## src/rtl/vid656_pkg.sv

```systemverilog
package vid656_pkg;

  // Strobes handed from the raster control to the word datapath.
  typedef struct packed {
    logic       syncEav;     // inside the end-of-active code
    logic       syncSav;     // inside the start-of-active code
    logic       actSpan;     // inside the active word span of the line
    logic       lineActive;  // line carries picture (V = 0)
    logic       fieldBit;    // F
    logic       reqSlot;     // first word of the group before an active group
    logic       groupEnd;    // last word of a four-word group
    logic [1:0] sub;         // position inside the group
  } vidStrobe_t;

  localparam logic [7:0] BLANK_CHROMA = 8'h80;
  localparam logic [7:0] BLANK_LUMA   = 8'h10;

  // Fourth word of a timing code, with its protection bits.
  function automatic logic [7:0] timingWord(input logic f, input logic v, input logic h);
    return {1'b1, f, v, h, v ^ h, f ^ h, f ^ v, f ^ v ^ h};
  endfunction

endpackage

```

## src/rtl/vid656_ctrl.sv

```systemverilog
module vid656_ctrl import vid656_pkg::*; #(
  parameter int LINE_WORDS   = 1716,
  parameter int ACT_WORDS    = 1440,
  parameter int FRAME_LINES  = 525,
  parameter int FIELD1_FIRST = 4,
  parameter int FIELD2_FIRST = 266,
  parameter int ACT1_FIRST   = 20,
  parameter int ACT1_LAST    = 263,
  parameter int ACT2_FIRST   = 283,
  parameter int ACT2_LAST    = 525,
  parameter int WORD_W       = $clog2(LINE_WORDS),
  parameter int LINE_W       = $clog2(FRAME_LINES + 1)
) (
  input  logic              clk,
  input  logic              rst,
  output vidStrobe_t        strb,
  output logic [LINE_W-1:0] lineNum,
  output logic [WORD_W-1:0] wordNum
);

  localparam logic [WORD_W-1:0] W_ONE     = WORD_W'(1);
  localparam logic [WORD_W-1:0] LAST_WORD = WORD_W'(LINE_WORDS - 1);
  localparam logic [WORD_W-1:0] EAV_END   = WORD_W'(4);
  localparam logic [WORD_W-1:0] SAV_POS   = WORD_W'(LINE_WORDS - ACT_WORDS - 4);
  localparam logic [WORD_W-1:0] ACT_POS   = WORD_W'(LINE_WORDS - ACT_WORDS);
  localparam logic [WORD_W-1:0] LAST_REQ  = WORD_W'(LINE_WORDS - 8);

  localparam logic [LINE_W-1:0] L_ONE  = LINE_W'(1);
  localparam logic [LINE_W-1:0] L_LAST = LINE_W'(FRAME_LINES);
  localparam logic [LINE_W-1:0] L_F1   = LINE_W'(FIELD1_FIRST);
  localparam logic [LINE_W-1:0] L_F2   = LINE_W'(FIELD2_FIRST);
  localparam logic [LINE_W-1:0] L_A1F  = LINE_W'(ACT1_FIRST);
  localparam logic [LINE_W-1:0] L_A1L  = LINE_W'(ACT1_LAST);
  localparam logic [LINE_W-1:0] L_A2F  = LINE_W'(ACT2_FIRST);
  localparam logic [LINE_W-1:0] L_A2L  = LINE_W'(ACT2_LAST);

  // Raster counters: word within line, line within frame.
  always_ff @(posedge clk) begin
    if (rst) begin
      wordNum <= '0;
      lineNum <= L_ONE;
    end else if (wordNum == LAST_WORD) begin
      wordNum <= '0;
      lineNum <= (lineNum == L_LAST) ? L_ONE : lineNum + L_ONE;
    end else begin
      wordNum <= wordNum + W_ONE;
    end
  end

  // Line and word decode into strobes.
  always_comb begin
    strb.lineActive = ((lineNum >= L_A1F) && (lineNum <= L_A1L)) ||
                      ((lineNum >= L_A2F) && (lineNum <= L_A2L));
    strb.fieldBit   = (lineNum < L_F1) || (lineNum >= L_F2);
    strb.sub        = wordNum[1:0];
    strb.syncEav    = wordNum < EAV_END;
    strb.syncSav    = (wordNum >= SAV_POS) && (wordNum < ACT_POS);
    strb.actSpan    = wordNum >= ACT_POS;
    strb.groupEnd   = wordNum[1:0] == 2'd3;
    strb.reqSlot    = strb.lineActive && (wordNum >= SAV_POS) &&
                      (wordNum <= LAST_REQ) && (wordNum[1:0] == 2'd0);
  end

  AST_WORD_WRAP: assert property (@(posedge clk) disable iff (rst)
    wordNum == LAST_WORD |=> wordNum == '0);
  AST_WORD_STEP: assert property (@(posedge clk) disable iff (rst)
    wordNum != LAST_WORD |=> wordNum == $past(wordNum) + W_ONE);
  AST_FRAME_WRAP: assert property (@(posedge clk) disable iff (rst)
    (wordNum == LAST_WORD && lineNum == L_LAST) |=> lineNum == L_ONE);
  AST_RESET_ORIGIN: assert property (@(posedge clk) disable iff (rst)
    $past(rst) |-> (wordNum == '0 && lineNum == L_ONE));
  AST_REQ_SINGLE: assert property (@(posedge clk) disable iff (rst)
    strb.reqSlot |=> !strb.reqSlot);

endmodule

```

## src/rtl/vid656_dpath.sv

```systemverilog
module vid656_dpath import vid656_pkg::*; #(
  parameter int GROUP_WORDS = 4,
  parameter int WORD_BITS   = 8,
  localparam int PIX_W      = GROUP_WORDS * WORD_BITS
) (
  input  logic             clk,
  input  logic             rst,
  input  vidStrobe_t       strb,
  input  logic             pixValid,
  input  logic [PIX_W-1:0] pixData,
  output logic [7:0]       vidData
);

  logic             pending;   // request issued, answer not yet seen
  logic             gotData;   // answer held for the coming group
  logic             curValid;  // current group carries picture data
  logic [PIX_W-1:0] hold;
  logic [PIX_W-1:0] curPix;
  logic             accept;
  logic [7:0]       grpByte [GROUP_WORDS];

  assign accept = pixValid && (strb.reqSlot || pending);

  for (genvar b = 0; b < GROUP_WORDS; b++) begin : g_byte
    assign grpByte[b] = curPix[PIX_W-1-WORD_BITS*b -: 8];
  end

  always_ff @(posedge clk) begin
    if (rst) begin
      pending  <= 1'b0;
      gotData  <= 1'b0;
      curValid <= 1'b0;
      hold     <= '0;
      curPix   <= '0;
    end else if (strb.groupEnd) begin
      curPix   <= accept ? pixData : hold;
      curValid <= accept || gotData;
      pending  <= 1'b0;
      gotData  <= 1'b0;
    end else if (accept) begin
      hold    <= pixData;
      gotData <= 1'b1;
      pending <= 1'b0;
    end else if (strb.reqSlot) begin
      pending <= 1'b1;
    end
  end

  always_comb begin
    if (strb.syncEav || strb.syncSav) begin
      case (strb.sub)
        2'd0:    vidData = 8'hFF;
        2'd3:    vidData = timingWord(strb.fieldBit, !strb.lineActive, strb.syncEav);
        default: vidData = 8'h00;
      endcase
    end else if (strb.actSpan && strb.lineActive && curValid) begin
      vidData = grpByte[strb.sub];
    end else begin
      vidData = strb.sub[0] ? BLANK_LUMA : BLANK_CHROMA;
    end
  end

  AST_PIX_IN_ACTIVE: assert property (@(posedge clk) disable iff (rst)
    curValid |-> (strb.actSpan && strb.lineActive));
  AST_WINDOW_CLOSED: assert property (@(posedge clk) disable iff (rst)
    pending |-> strb.sub != 2'd0);
  AST_BLANK_LEVELS: assert property (@(posedge clk) disable iff (rst)
    (!strb.syncEav && !strb.syncSav && !curValid) |->
      (vidData == BLANK_CHROMA || vidData == BLANK_LUMA));

endmodule

```

## src/rtl/vid656_gen.sv

```systemverilog
module vid656_gen import vid656_pkg::*; #(
  parameter int LINE_WORDS   = 1716,
  parameter int ACT_WORDS    = 1440,
  parameter int FRAME_LINES  = 525,
  parameter int FIELD1_FIRST = 4,
  parameter int FIELD2_FIRST = 266,
  parameter int ACT1_FIRST   = 20,
  parameter int ACT1_LAST    = 263,
  parameter int ACT2_FIRST   = 283,
  parameter int ACT2_LAST    = 525,
  parameter int WORD_W       = $clog2(LINE_WORDS),
  parameter int LINE_W       = $clog2(FRAME_LINES + 1)
) (
  input  logic              clk,
  input  logic              rst,
  input  logic              pixValid,
  input  logic [31:0]       pixData,
  output logic              pixReq,
  output logic [7:0]        vidData,
  output logic [LINE_W-1:0] lineNum,
  output logic [WORD_W-1:0] wordNum
);

  vidStrobe_t strb;

  vid656_ctrl #(
    .LINE_WORDS(LINE_WORDS), .ACT_WORDS(ACT_WORDS), .FRAME_LINES(FRAME_LINES),
    .FIELD1_FIRST(FIELD1_FIRST), .FIELD2_FIRST(FIELD2_FIRST),
    .ACT1_FIRST(ACT1_FIRST), .ACT1_LAST(ACT1_LAST),
    .ACT2_FIRST(ACT2_FIRST), .ACT2_LAST(ACT2_LAST),
    .WORD_W(WORD_W), .LINE_W(LINE_W)
  ) u_ctrl (
    .clk(clk), .rst(rst), .strb(strb), .lineNum(lineNum), .wordNum(wordNum)
  );

  vid656_dpath #(.GROUP_WORDS(4), .WORD_BITS(8)) u_dpath (
    .clk(clk), .rst(rst), .strb(strb),
    .pixValid(pixValid), .pixData(pixData), .vidData(vidData)
  );

  assign pixReq = strb.reqSlot;

  AST_EAV_LEAD: assert property (@(posedge clk) disable iff (rst)
    wordNum == '0 |-> vidData == 8'hFF);
  AST_XY_PROTECT: assert property (@(posedge clk) disable iff (rst)
    wordNum == WORD_W'(3) |-> (vidData[7] && vidData[3] == (vidData[5] ^ vidData[4]) &&
                               vidData[0] == (vidData[6] ^ vidData[5] ^ vidData[4])));
  AST_REQ_ALIGN: assert property (@(posedge clk) disable iff (rst)
    pixReq |-> wordNum[1:0] == 2'b00);

endmodule

```

## config.mk

```make
export PLATFORM = sky130hd
export DESIGN_NAME = vid656_gen
export DESIGN_NICKNAME = d
export VERILOG_FILES = /design/src/rtl/vid656_pkg.sv /design/src/rtl/vid656_ctrl.sv /design/src/rtl/vid656_dpath.sv /design/src/rtl/vid656_gen.sv
export SDC_FILE = /design/constraint.sdc
export NUM_CORES = 1
export LEC_CHECK = 0
export BUFFER_PORTS_ARGS = -buffer_cell sky130_fd_sc_hd__buf_2
export CORE_UTILIZATION = 58
export CTS_CLUSTER_SIZE = 10
export DETAILED_ROUTE_END_ITERATION = 7
export PLACE_DENSITY = 0.8
export SYNTH_ARGS = -nofsm -noshare
export SYNTH_HDL_FRONTEND = slang
export SYNTH_SLANG_ARGS = --single-unit
```

## constraint.sdc

```tcl
create_clock -name clk -period 3.2 [get_ports clk]
set_input_delay 0.64 -clock clk [delete_from_list [all_inputs] [get_ports clk]]
set_output_delay 0.64 -clock clk [all_outputs]
set_load 0.01 [all_outputs]
```

### After elaboration in Yosys (flattened, before gate mapping)

Index checks and enable logic that the tools add are counted.

| storage, ports and cells | value |
|---|---|
| register bits after elaboration | 88 |
| logic and storage cells | 57 |
| output and inout bits | 30 |
| input port bits | 35 |

| operators by class | value |
|---|---|
| order comparisons | 12 |
| mux-type cells | 9 |
| reductions and logical operators | 19 |
| bitwise logic cells | 5 |
| equal/unequal tests | 3 |
| $add $sub $neg | 2 |

Operator list:

| kind | number |
|---|---|
| $mux 8 | 5 |
| $mux 32 | 1 |
| $ge 11x9->1 const B | 2 |
| $ge 10x9->1 const B | 2 |
| $bmux 8 s2 | 1 |
| $pmux 8 s2 | 1 |
| $add 11x1->11 const B | 1 |
| $eq 11x11->1 const B | 1 |
| $le 11x11->1 const B | 1 |
| $lt 11x3->1 const B | 1 |
| $lt 11x9->1 const B | 1 |
| $add 10x1->10 const B | 1 |
| $eq 10x10->1 const B | 1 |
| $ge 10x5->1 const B | 1 |
| $le 10x10->1 const B | 1 |
| $le 10x9->1 const B | 1 |
| $lt 10x3->1 const B | 1 |
| $mux 10 | 1 |
| $logic_and 1x1->1 | 9 |
| $logic_or 1x1->1 | 5 |
| $reduce_or 2->1 | 2 |
| $xor 1x1->1 | 4 |
| $ge 3x3->1 const B | 1 |
| $not 2->3 | 1 |
| other kinds (4) | 4 |

### Logic depth before layout (Yosys ltp)

Gate-level depths: netlist (run 1).

| depth | value |
|---|---|
| depth in word-level cells | 9 |
| mapped depth | 11 |
| depth with buffers taken out | 8 |

### Cells and area by module

From an unflattened synthesis (run 1), not the netlist that was laid out.

| second synthesis, totals | value |
|---|---|
| cells, all modules | 541 |
| area, all modules | 4446.8 µm² |

Modules (own cells, without submodules):

| module | cells an instance | instances | sequential area each (µm²) | area an instance (µm²) |
|---|---|---|---|---|
| vid656_dpath | 385 | 1 | 1341.3 | 3160.5 |
| vid656_ctrl | 156 | 1 | 420.4 | 1286.2 |

### Worst setup path before layout (run 1)

OpenSTA, ideal clock, no wires.

| timing path | value |
|---|---|
| path kind | register to output |
| from | register u_ctrl.lineNum[1] |
| to | output vidData[4] |
| path buffers | 0 |
| data required time | 2560 ps |
| cell stages (with the launch flop) | 9 |
| arrival time | 2281 ps |
| setup slack | 279 ps |
| path through | dfxtp_1 inv_1 ha_1 nand4bb_1 nand4_1 o211ai_1 o2111ai_1 a211oi_1 o311ai_0 |

| on the way | value |
|---|---|
| longest elaborated chain between the ends | 7 |
| elaborated cells on any way between the ends | 11 |
| those cells by class | order compare (4); mux (2); reduce/logical (5) |

RTL lines:

| item | RTL line | text |
|---|---|---|
| start: declaration | vid656_ctrl.sv:17 | `output logic [LINE_W-1:0] lineNum,` |
| start signal: assignment | vid656_ctrl.sv:44 | `lineNum <= (lineNum == L_LAST) ? L_ONE : lineNum + L_ONE;` |
| $ge 10x5->1 (tied with other cells) | vid656_ctrl.sv:52 | `strb.lineActive = ((lineNum >= L_A1F) && (lineNum <= L_A1L)) \|\|` |
| $logic_and 1x1->1, on equally long branches | vid656_ctrl.sv:52, vid656_ctrl.sv:53 |  |
| $logic_or 1x1->1 (*) | vid656_ctrl.sv:52 |  |
| $logic_and 1x1->1 (*) (2 in series) | vid656_dpath.sv:56 | `end else if (strb.actSpan && strb.lineActive && curValid) begin` |
| $mux 8 (*) | vid656_dpath.sv:56 |  |
| $mux 8 (*) | vid656_dpath.sv:50 | `if (strb.syncEav \|\| strb.syncSav) begin` |
| end: declaration | vid656_gen.sv:19 | `output logic [7:0] vidData,` |

Mark *: on every way between the ends. The rest lies on a longest branch, timed or not.

### Worst setup path after layout (run 1)

| timing path | value |
|---|---|
| from | register u_ctrl.wordNum[10] |
| to | output vidData[3] |

| on the way | value |
|---|---|
| longest elaborated chain between the ends | 5 |
| elaborated cells on any way between the ends | 12 |
| those cells by class | order compare (4); mux (3); bitwise (1); reduce/logical (4) |

RTL lines:

| item | RTL line | text |
|---|---|---|
| start: declaration | vid656_ctrl.sv:18 | `output logic [WORD_W-1:0] wordNum` |
| start signal: assignment | vid656_ctrl.sv:46 | `wordNum <= wordNum + W_ONE;` |
| branches (longest 4 deep; another with $lt 11x3->1) | -- |  |
| $mux 8 (*) | vid656_dpath.sv:50 |  |

Every way passes the cells marked *.

==> results_tabular.tex, run 1 <==
\begin{tabular}{lr}
\hline
Metric & Value \\
\hline
\multicolumn{2}{l}{\textbf{Synthesis}} \\
Synthesis-stage register bit count & 88 \\
Ys async rst share & 0 \\
Leading post-synthesis cells by instance count & sky130\_fd\_sc\_hd\_\_dfxtp\_1 (88), sky130\_fd\_sc\_hd\_\_nand2b\_1 (68), sky130\_fd\_sc\_hd\_\_inv\_1 (49) \\
Area fraction of the dominant cell type after synthesis & 0.367 \\
Total of warnings raised by yosys & 0 \\
Number of synthesized flops with an enable pin & 0 \\
Mapped cell area & 4790 sq um \\
Most common cell in the synthesized netlist & sky130\_fd\_sc\_hd\_\_dfxtp\_1 \\
Largest area contributor in the netlist & sky130\_fd\_sc\_hd\_\_dfxtp\_1 \\
Register area share after synthesis & 0.367 \\
Post-synth top flop & sky130\_fd\_sc\_hd\_\_dfxtp\_1 \\
Leading post-synthesis cells by cell area & sky130\_fd\_sc\_hd\_\_dfxtp\_1 (37\%), sky130\_fd\_sc\_hd\_\_nand2b\_1 (8.9\%), sky130\_fd\_sc\_hd\_\_mux2i\_1 (7.1\%) \\
Syn Area/Cell & 8.85 sq um \\
Cells after Synth & 542 \\
Number of nets produced by synthesis & 584 \\
Distinct cell type count of the synthesized netlist & 55 \\
\multicolumn{2}{l}{\textbf{Pwr}} \\
Peak supply drop & 0.000267 V \\
Leakage power figure & 0.00232 uW \\
Pwr per Cell Area & 408 nW/um\^{}2 \\
Total design power & 2230 uW \\
\multicolumn{2}{l}{\textbf{Global routing}} \\
Via count of the first global-routing pass & 3949 \\
Number of antenna violations at the first check in global routing & 0 \\
Global-route wire length before repair & 18.8 mm \\
Total global-route track usage & 0.272 \\
Residual overflow from global routing & 0 \\
Maximum number of pins on one net before global-route repair & 71 \\
\multicolumn{2}{l}{\textbf{Timing}} \\
Final period demand of the worst path & 3.20 ns \\
Transition at the pin with the smallest max-transition slack & 0.698 ns \\
Setup-failing EPs final & 0 \\
Fin. max-slew vios & 0 \\
Worst rel slew slack & 0.535 \\
Final-report hold violation count & 0 \\
Setup\_tns & 0 ns \\
Period utilisation layout & 1.00 \\
Slack of the critical path & 0.000935 ns \\
Setup repair after global routing missed its margin & yes \\
Max Clock Skew & 0.00998 ns \\
Achievable frequency & 0.313 GHz \\
\multicolumn{2}{l}{\textbf{Clock tree}} \\
Number of clock buffers inserted by TritonCTS & 9 \\
Insertion delay to the later sink of the worst-skew pair & 0.36 ns \\
Count of hold buffers inserted by post-cts repair & 0 \\
Post-CTS clock slew at the launch and capture registers of the worst setup and hold paths & 0.08 ns \\
Clock tree from TritonCTS & built \\
CTS HTree Levels & 3 \\
Max clock buf depth & 2 \\
Clock tree root driver cell & sky130\_fd\_sc\_hd\_\_clkbuf\_8 \\
CTS Sinks & 88 \\
\multicolumn{2}{l}{\textbf{Place}} \\
DP Cell Count & 676 \\
Half-perimeter wire length after detailed placement & 7.80 mm \\
Final RePlAce weighted congestion & 0.899 \\
Port Buffers & 64 \\
Setup slack after placement & 0.0922 ns \\
\multicolumn{2}{l}{\textbf{Finish}} \\
Final cell utilization of the core & 0.697 \\
Antenna diodes & 0 \\
Area Growth Syn to Fin & 14.1\% \\
Number of inserted filler cells in the final layout & 616 \\
Flip-flop and latch area & 1770 sq um \\
Non-filler instance count after layout & 700 \\
Nets & 635 \\
Area of the multi-input gates & 2670 sq um \\
Share of cells above drive strength 1 & 0.216 \\
\multicolumn{2}{l}{\textbf{Hold path}} \\
Worst hold-check path type & flop to flop \\
\multicolumn{2}{l}{\textbf{Worst setup path}} \\
Delay of the slowest cell on the worst path & 0.56 ns \\
Critical Path Fanout Max & 6 \\
Capturing element type of the critical path & output pin \\
Worst EP required & 2.56 ns \\
CP arrival & 2.56 ns \\
Slowest stage cell, crit path & sky130\_fd\_sc\_hd\_\_or4\_4 \\
Launching element type of the critical path & flop \\
Critical path cell sequence & or4\_4 -> nor3\_4 -> nand2\_2 -> or3\_4 -> or2\_0 -> o221ai\_1 -> buf\_2 \\
Critical path type & flop to output pin \\
\multicolumn{2}{l}{\textbf{Routing}} \\
Routed vias/inst & 6.03 \\
DRC viols & 0 \\
Average routed wire per standard cell & 16.6 microns \\
Post-route ant nets & 0 \\
DR iter-0 viols & 265 \\
First-pass detailed-route iteration total & 6 \\
Via total after detailed routing & 4218 \\
Post-Route WL & 11.6 mm \\
\multicolumn{2}{l}{\textbf{Floorplanning}} \\
Die area & 8630 sq um \\
\# rows & 32 \\
Core Region & 7850 sq um \\
X dimension of the die & 92.9 microns \\
Io pins & 65 \\
Die H & 92.9 microns \\
Initial standard-cell utilization of the core & 0.611 \\
\multicolumn{2}{l}{\textbf{Flow run}} \\
Maximum Capacitance Violations & 0 \\
\multicolumn{2}{l}{\textbf{Outcome}} \\
Outcome & complete, no violations \\
\hline
\end{tabular}
-- sequential cells by signal (all words and copies together), names as in the netlist --
signal	count
u_ctrl.wordNum	11
u_dpath.curValid	1
u_ctrl.lineNum	10
u_dpath.gotData	1
u_dpath.curPix	32
u_dpath.hold	32
u_dpath.pending	1
-- critical path: cells and delay by family (launching register included) --
family                 cells  cell delay, ns
and+or+nand+nor            5            1.52
DFF                        1            0.36
buffers and inverters      1            0.17
AOI/OAI and AO/OA          1            0.15
-- repair_timing --
item                                    4_1_cts  5_1_grt
pin swaps                                     3        6
endpoints found under the setup margin        7        6
buffers inserted                              2        6
resized for setup                             9       10
-- final timing paths --
check	start	endpoint	slack (ns)	cells past startpoint
max	u_ctrl.wordNum[10]$_SDFF_PP0_	vidData[3]	0.0009	7
min	u_dpath.pending$_SDFFE_PP0P_	u_dpath.pending$_SDFFE_PP0P_	0.47	2
max reg2reg	u_ctrl.lineNum[1]$_SDFFE_PP0P_	u_dpath.curPix[17]$_SDFFE_PP0P_	0.47	10
min reg2reg	u_dpath.pending$_SDFFE_PP0P_	u_dpath.pending$_SDFFE_PP0P_	0.47	2
-- cell families after synthesis --
logic type	share of synthesized area
buf+inv	0.0898
fa+ha+maj	0.0183
xor+xnor	0.0347
compound gates	0.171
mux	0.102
simple gates	0.217
flops	0.367
-- area by class of cell --
cell class	instances	area share
timing repair buffer	89	0.0929
multi-input combinational	355	0.488
clock inverter	5	0.00984
tap	102	0.0233
sequential	88	0.324
inverter	50	0.0343
clock buffer	11	0.0277
-- metal layers --
metal | GRT usage | share of wire | vias up
met2 | 0.457 | 0.49 | 160
met5 | 0 | 0 | -
li1 | - | - | 2021
met1 | 0.356 | 0.44 | 2015
met3 | 0.0378 | 0.056 | 22
met4 | 0.0987 | 0.020 | 0
-- power by group --
| part | switching [uW] | internal (uW) | leakage (uW) |
|---|---|---|---|
| logic | 156 | 135 | 0.00149 |
| registers | 19.0 | 1120 | 0.000714 |
| clock network | 402 | 403 | 0.000109 |
| total | 577 | 1660 | 0.00232 |
-- metrics by stage --
step	hold slack, ns	cell area, sq um
global placement	0.452	5130
floorplan	0.439	4790
CTS	0.471	5390
global route	0.489	5470
detailed placement	0.457	5130
finish	0.474	5470
-- cells in the final DEF (no fill, tap or decap), types with 3 or more instances in the layout --
cell	count
sky130_fd_sc_hd__a311oi_1	32
sky130_fd_sc_hd__nand3_1	7
sky130_fd_sc_hd__o22ai_1	4
sky130_fd_sc_hd__mux2i_1	34
sky130_fd_sc_hd__o211ai_1	3
sky130_fd_sc_hd__a211oi_1	3
sky130_fd_sc_hd__xnor2_1	12
sky130_fd_sc_hd__clkinv_2	3
sky130_fd_sc_hd__nor3_1	7
sky130_fd_sc_hd__and3_1	4
sky130_fd_sc_hd__xor2_1	7
sky130_fd_sc_hd__nand2b_1	68
sky130_fd_sc_hd__nor4_1	33
sky130_fd_sc_hd__buf_2	64
sky130_fd_sc_hd__dfxtp_4	3
sky130_fd_sc_hd__clkbuf_8	11
sky130_fd_sc_hd__nor2_1	31
sky130_fd_sc_hd__buf_4	25
sky130_fd_sc_hd__dfxtp_1	84
sky130_fd_sc_hd__mux4_2	6
sky130_fd_sc_hd__nand2_1	9
sky130_fd_sc_hd__nand4_1	6
sky130_fd_sc_hd__a211o_1	3
sky130_fd_sc_hd__a21oi_1	9
sky130_fd_sc_hd__ha_1	6
sky130_fd_sc_hd__inv_1	49
sky130_fd_sc_hd__o21bai_1	33
Note: power is estimated with default switching activity, not from simulation.
==> inputs of run 2 (changes only) <==
--- a/config.mk
+++ b/config.mk
@@ -6,10 +6,14 @@
 export NUM_CORES = 1
 export LEC_CHECK = 0
 export BUFFER_PORTS_ARGS = -buffer_cell sky130_fd_sc_hd__buf_2
-export CORE_UTILIZATION = 58
+export CELL_PAD_IN_SITES_DETAIL_PLACEMENT = 1
+export CELL_PAD_IN_SITES_GLOBAL_PLACEMENT = 1
+export CORE_ASPECT_RATIO = 1.25
+export CORE_UTILIZATION = 44
 export CTS_CLUSTER_SIZE = 10
 export DETAILED_ROUTE_END_ITERATION = 7
-export PLACE_DENSITY = 0.8
+export GPL_TIMING_DRIVEN = 0
+export PLACE_DENSITY_LB_ADDON = 0.1
 export SYNTH_ARGS = -nofsm -noshare
 export SYNTH_HDL_FRONTEND = slang
 export SYNTH_SLANG_ARGS = --single-unit
==> run 2 against run 1 <==
Routed wire length is 22% higher. Critical path depth did not move. Maximum frequency increased by 0.78%. Largest cell class unchanged. Register-to-register slack better by 0.02 ns. Die area is 31% higher. Count of clock-buffer cells in the layout decreased by 1.
==> results_tabular.tex, run 2 (synthesized netlist as in run 1, its figures left out) <==
\begin{tabular}{lr}
\hline
Metric & Value \\
\hline
\multicolumn{2}{l}{\textbf{Flow run}} \\
Maximum Capacitance Violations & 0 \\
\multicolumn{2}{l}{\textbf{Worst setup path}} \\
Capturing element type of the critical path & output pin \\
Worst flop-to-flop path startpoint & u\_ctrl.wordNum[7]\$\_SDFF\_PP0\_ \\
Critical Path Fanout Max & 9 \\
Worst reg-to-reg path cell count & 10 \\
Endpoint of the worst-slack reg-to-reg timing path & u\_dpath.curPix[9]\$\_SDFFE\_PP0P\_ \\
Critical path type & flop to output pin \\
Launching element type of the critical path & flop \\
Reg-to-reg slack, setup & 0.49 ns \\
Worst EP required & 2.56 ns \\
CP arrival & 2.53 ns \\
\multicolumn{2}{l}{\textbf{Timing}} \\
Slack of the critical path & 0.0257 ns \\
Transition at the pin with the smallest max-transition slack & 0.614 ns \\
Final-report hold violation count & 0 \\
Setup-failing EPs final & 0 \\
Period utilisation layout & 0.992 \\
Worst rel slew slack & 0.591 \\
Final period demand of the worst path & 3.17 ns \\
Achievable frequency & 0.315 GHz \\
Max Clock Skew & 0.0120 ns \\
Setup\_tns & 0 ns \\
Fin. max-slew vios & 0 \\
\multicolumn{2}{l}{\textbf{Floorplanning}} \\
Die H & 119 microns \\
\# rows & 42 \\
Initial standard-cell utilization of the core & 0.452 \\
Die area & 11300 sq um \\
X dimension of the die & 95.4 microns \\
Io pins & 65 \\
Core Region & 10600 sq um \\
\multicolumn{2}{l}{\textbf{Clock tree}} \\
CTS Sinks & 88 \\
Clock tree from TritonCTS & built \\
Clock tree root driver cell & sky130\_fd\_sc\_hd\_\_clkbuf\_16 \\
Count of hold buffers inserted by post-cts repair & 0 \\
Number of clock buffers inserted by TritonCTS & 9 \\
Insertion delay to the later sink of the worst-skew pair & 0.35 ns \\
CTS HTree Levels & 3 \\
Max clock buf depth & 2 \\
Post-CTS clock slew at the launch and capture registers of the worst setup and hold paths & 0.07 ns \\
\multicolumn{2}{l}{\textbf{Pwr}} \\
Sequential group share of total power & 0.467 \\
Peak supply drop & 0.000228 V \\
Int Power & 1790 uW \\
Pwr per Cell Area & 425 nW/um\^{}2 \\
Total design power & 2450 uW \\
Part of the power in the clock network & 0.406 \\
Net switching fraction of the power & 0.269 \\
Net Switching & 660 uW \\
Leakage power figure & 0.00238 uW \\
Combinational share of power & 0.127 \\
\multicolumn{2}{l}{\textbf{Place}} \\
Port Buffers & 63 \\
Half-perimeter wire length after detailed placement & 10.3 mm \\
Setup slack after placement & -0.201 ns \\
Final RePlAce weighted congestion & 0.836 \\
\multicolumn{2}{l}{\textbf{Finish}} \\
Most frequent cells in the layout & sky130\_fd\_sc\_hd\_\_dfxtp\_1 (78), sky130\_fd\_sc\_hd\_\_nand2b\_1 (68), sky130\_fd\_sc\_hd\_\_buf\_2 (64) \\
Share of cells above drive strength 1 & 0.224 \\
Antenna diodes & 0 \\
Area Growth Syn to Fin & 20.4\% \\
Largest registers & u\_dpath.curPix: 32 flops, u\_dpath.hold: 32 flops, u\_ctrl.wordNum: 11 flops \\
Most frequent standard cell in the layout excluding fill and tap cells & sky130\_fd\_sc\_hd\_\_dfxtp\_1 \\
Nets & 666 \\
\multicolumn{2}{l}{\textbf{Hold path}} \\
Worst hold-check path type & flop to flop \\
Min-Delay Endpoint & u\_dpath.pending\$\_SDFFE\_PP0P\_ \\
Min-Delay Startpoint & u\_dpath.pending\$\_SDFFE\_PP0P\_ \\
Worst hold path cell count & 2 \\
\multicolumn{2}{l}{\textbf{Global routing}} \\
Number of antenna violations at the first check in global routing & 0 \\
Total global-route track usage & 0.261 \\
Via count of the first global-routing pass & 4425 \\
Maximum number of pins on one net before global-route repair & 16 \\
Global-route wire length before repair & 22.7 mm \\
Residual overflow from global routing & 0 \\
\multicolumn{2}{l}{\textbf{Routing}} \\
Post-Route WL & 14.2 mm \\
Via total after detailed routing & 4363 \\
Post-route ant nets & 0 \\
Routed vias/inst & 5.73 \\
Average routed wire per standard cell & 18.7 microns \\
DR iter-0 viols & 133 \\
First-pass detailed-route iteration total & 4 \\
DRC viols & 0 \\
\multicolumn{2}{l}{\textbf{Outcome}} \\
Outcome & complete, no violations \\
\hline
\end{tabular}
[run 2: cell count changes in the layout (fill, tap and decap cells not counted), sizes merged]
cell      delta
buf          -2
bufinv       -1
clkbuf      +31
clkinv       -1
clkinvlp     +3
o2111ai      +1
[run 2: worst max-delay path by stage]
stage / slack [ns] / start / endpoint
global placement: -0.12 / u_ctrl.lineNum[1]$_SDFFE_PP0P_ / vidData[4]
finish: 0.03 / u_ctrl.wordNum[7]$_SDFF_PP0_ / vidData[4]
detailed placement: -0.20 / u_ctrl.lineNum[5]$_SDFFE_PP0P_ / vidData[4]
floorplan: 0.28 / u_ctrl.lineNum[1]$_SDFFE_PP0P_ / vidData[4]
global route: -0.02 / u_ctrl.lineNum[0]$_SDFFE_PP1P_ / vidData[4]
CTS: 0.0009 / u_ctrl.wordNum[1]$_SDFF_PP0_ / vidData[3]
[run 2: layout make-up]
class | instances | area, sq um
flip-flops and latches | 88 | 1780
plain buffers | 43 | 231
clock buffers | 10 | 229
inverters | 50 | 188
multi-input cells | 356 | 2720
well taps | 132 | 165
clock inverters | 6 | 45.0
fillers | 1268 | 4840
repair buffers | 76 | 413
[run 2: routing by layer]
metal | track usage | part of all wire | up-vias
li1 | - | - | 2090
met1 | 0.319 | 0.43 | 2170
met2 | 0.462 | 0.53 | 85
met3 | 0.0347 | 0.026 | 18
met4 | 0.0777 | 0.017 | 0
met5 | 0 | 0 | -
[run 2: worst max-delay path, cell delays in order (launching register included)]
cell                        delay (ns)
sky130_fd_sc_hd__dfxtp_1          0.32
sky130_fd_sc_hd__buf_6            0.13
sky130_fd_sc_hd__or4_4            0.55
sky130_fd_sc_hd__a211o_4          0.37
sky130_fd_sc_hd__o2111ai_4        0.14
sky130_fd_sc_hd__a211oi_1         0.09
sky130_fd_sc_hd__o311ai_1         0.38
sky130_fd_sc_hd__buf_2            0.20
[run 2: metrics by stage]
stage               std cells  hold slack [ns]  area [sq um]  utilization
global route              761            0.504          5770        0.544
finish                    761            0.470          5770        0.544
CTS                       752            0.474          5640        0.531
detailed placement        737            0.464          5280        0.497
floorplan                 542            0.439          4790            -
global placement          737            0.452          5280        0.497
[run 2: timing repair]
action / CTS / global route
cloned: 1 / 0
setup endpoints to repair: 8 / 6
buffers inserted: 2 / 11
pin swaps: 3 / 7
gates resized for setup: 20 / 21
[run 2: power groups by stage]
| stage | registers (uW) | clock network (uW) | logic [uW] |
|---|---|---|---|
| after global routing | 1150 | 1050 | 337 |
| after CTS | 1150 | 1010 | 292 |
| after floorplan | 1160 | 0 | 181 |
| final | 1150 | 994 | 311 |
| after global placement | 1170 | 0 | 275 |
| after detailed placement | 1170 | 0 | 283 |
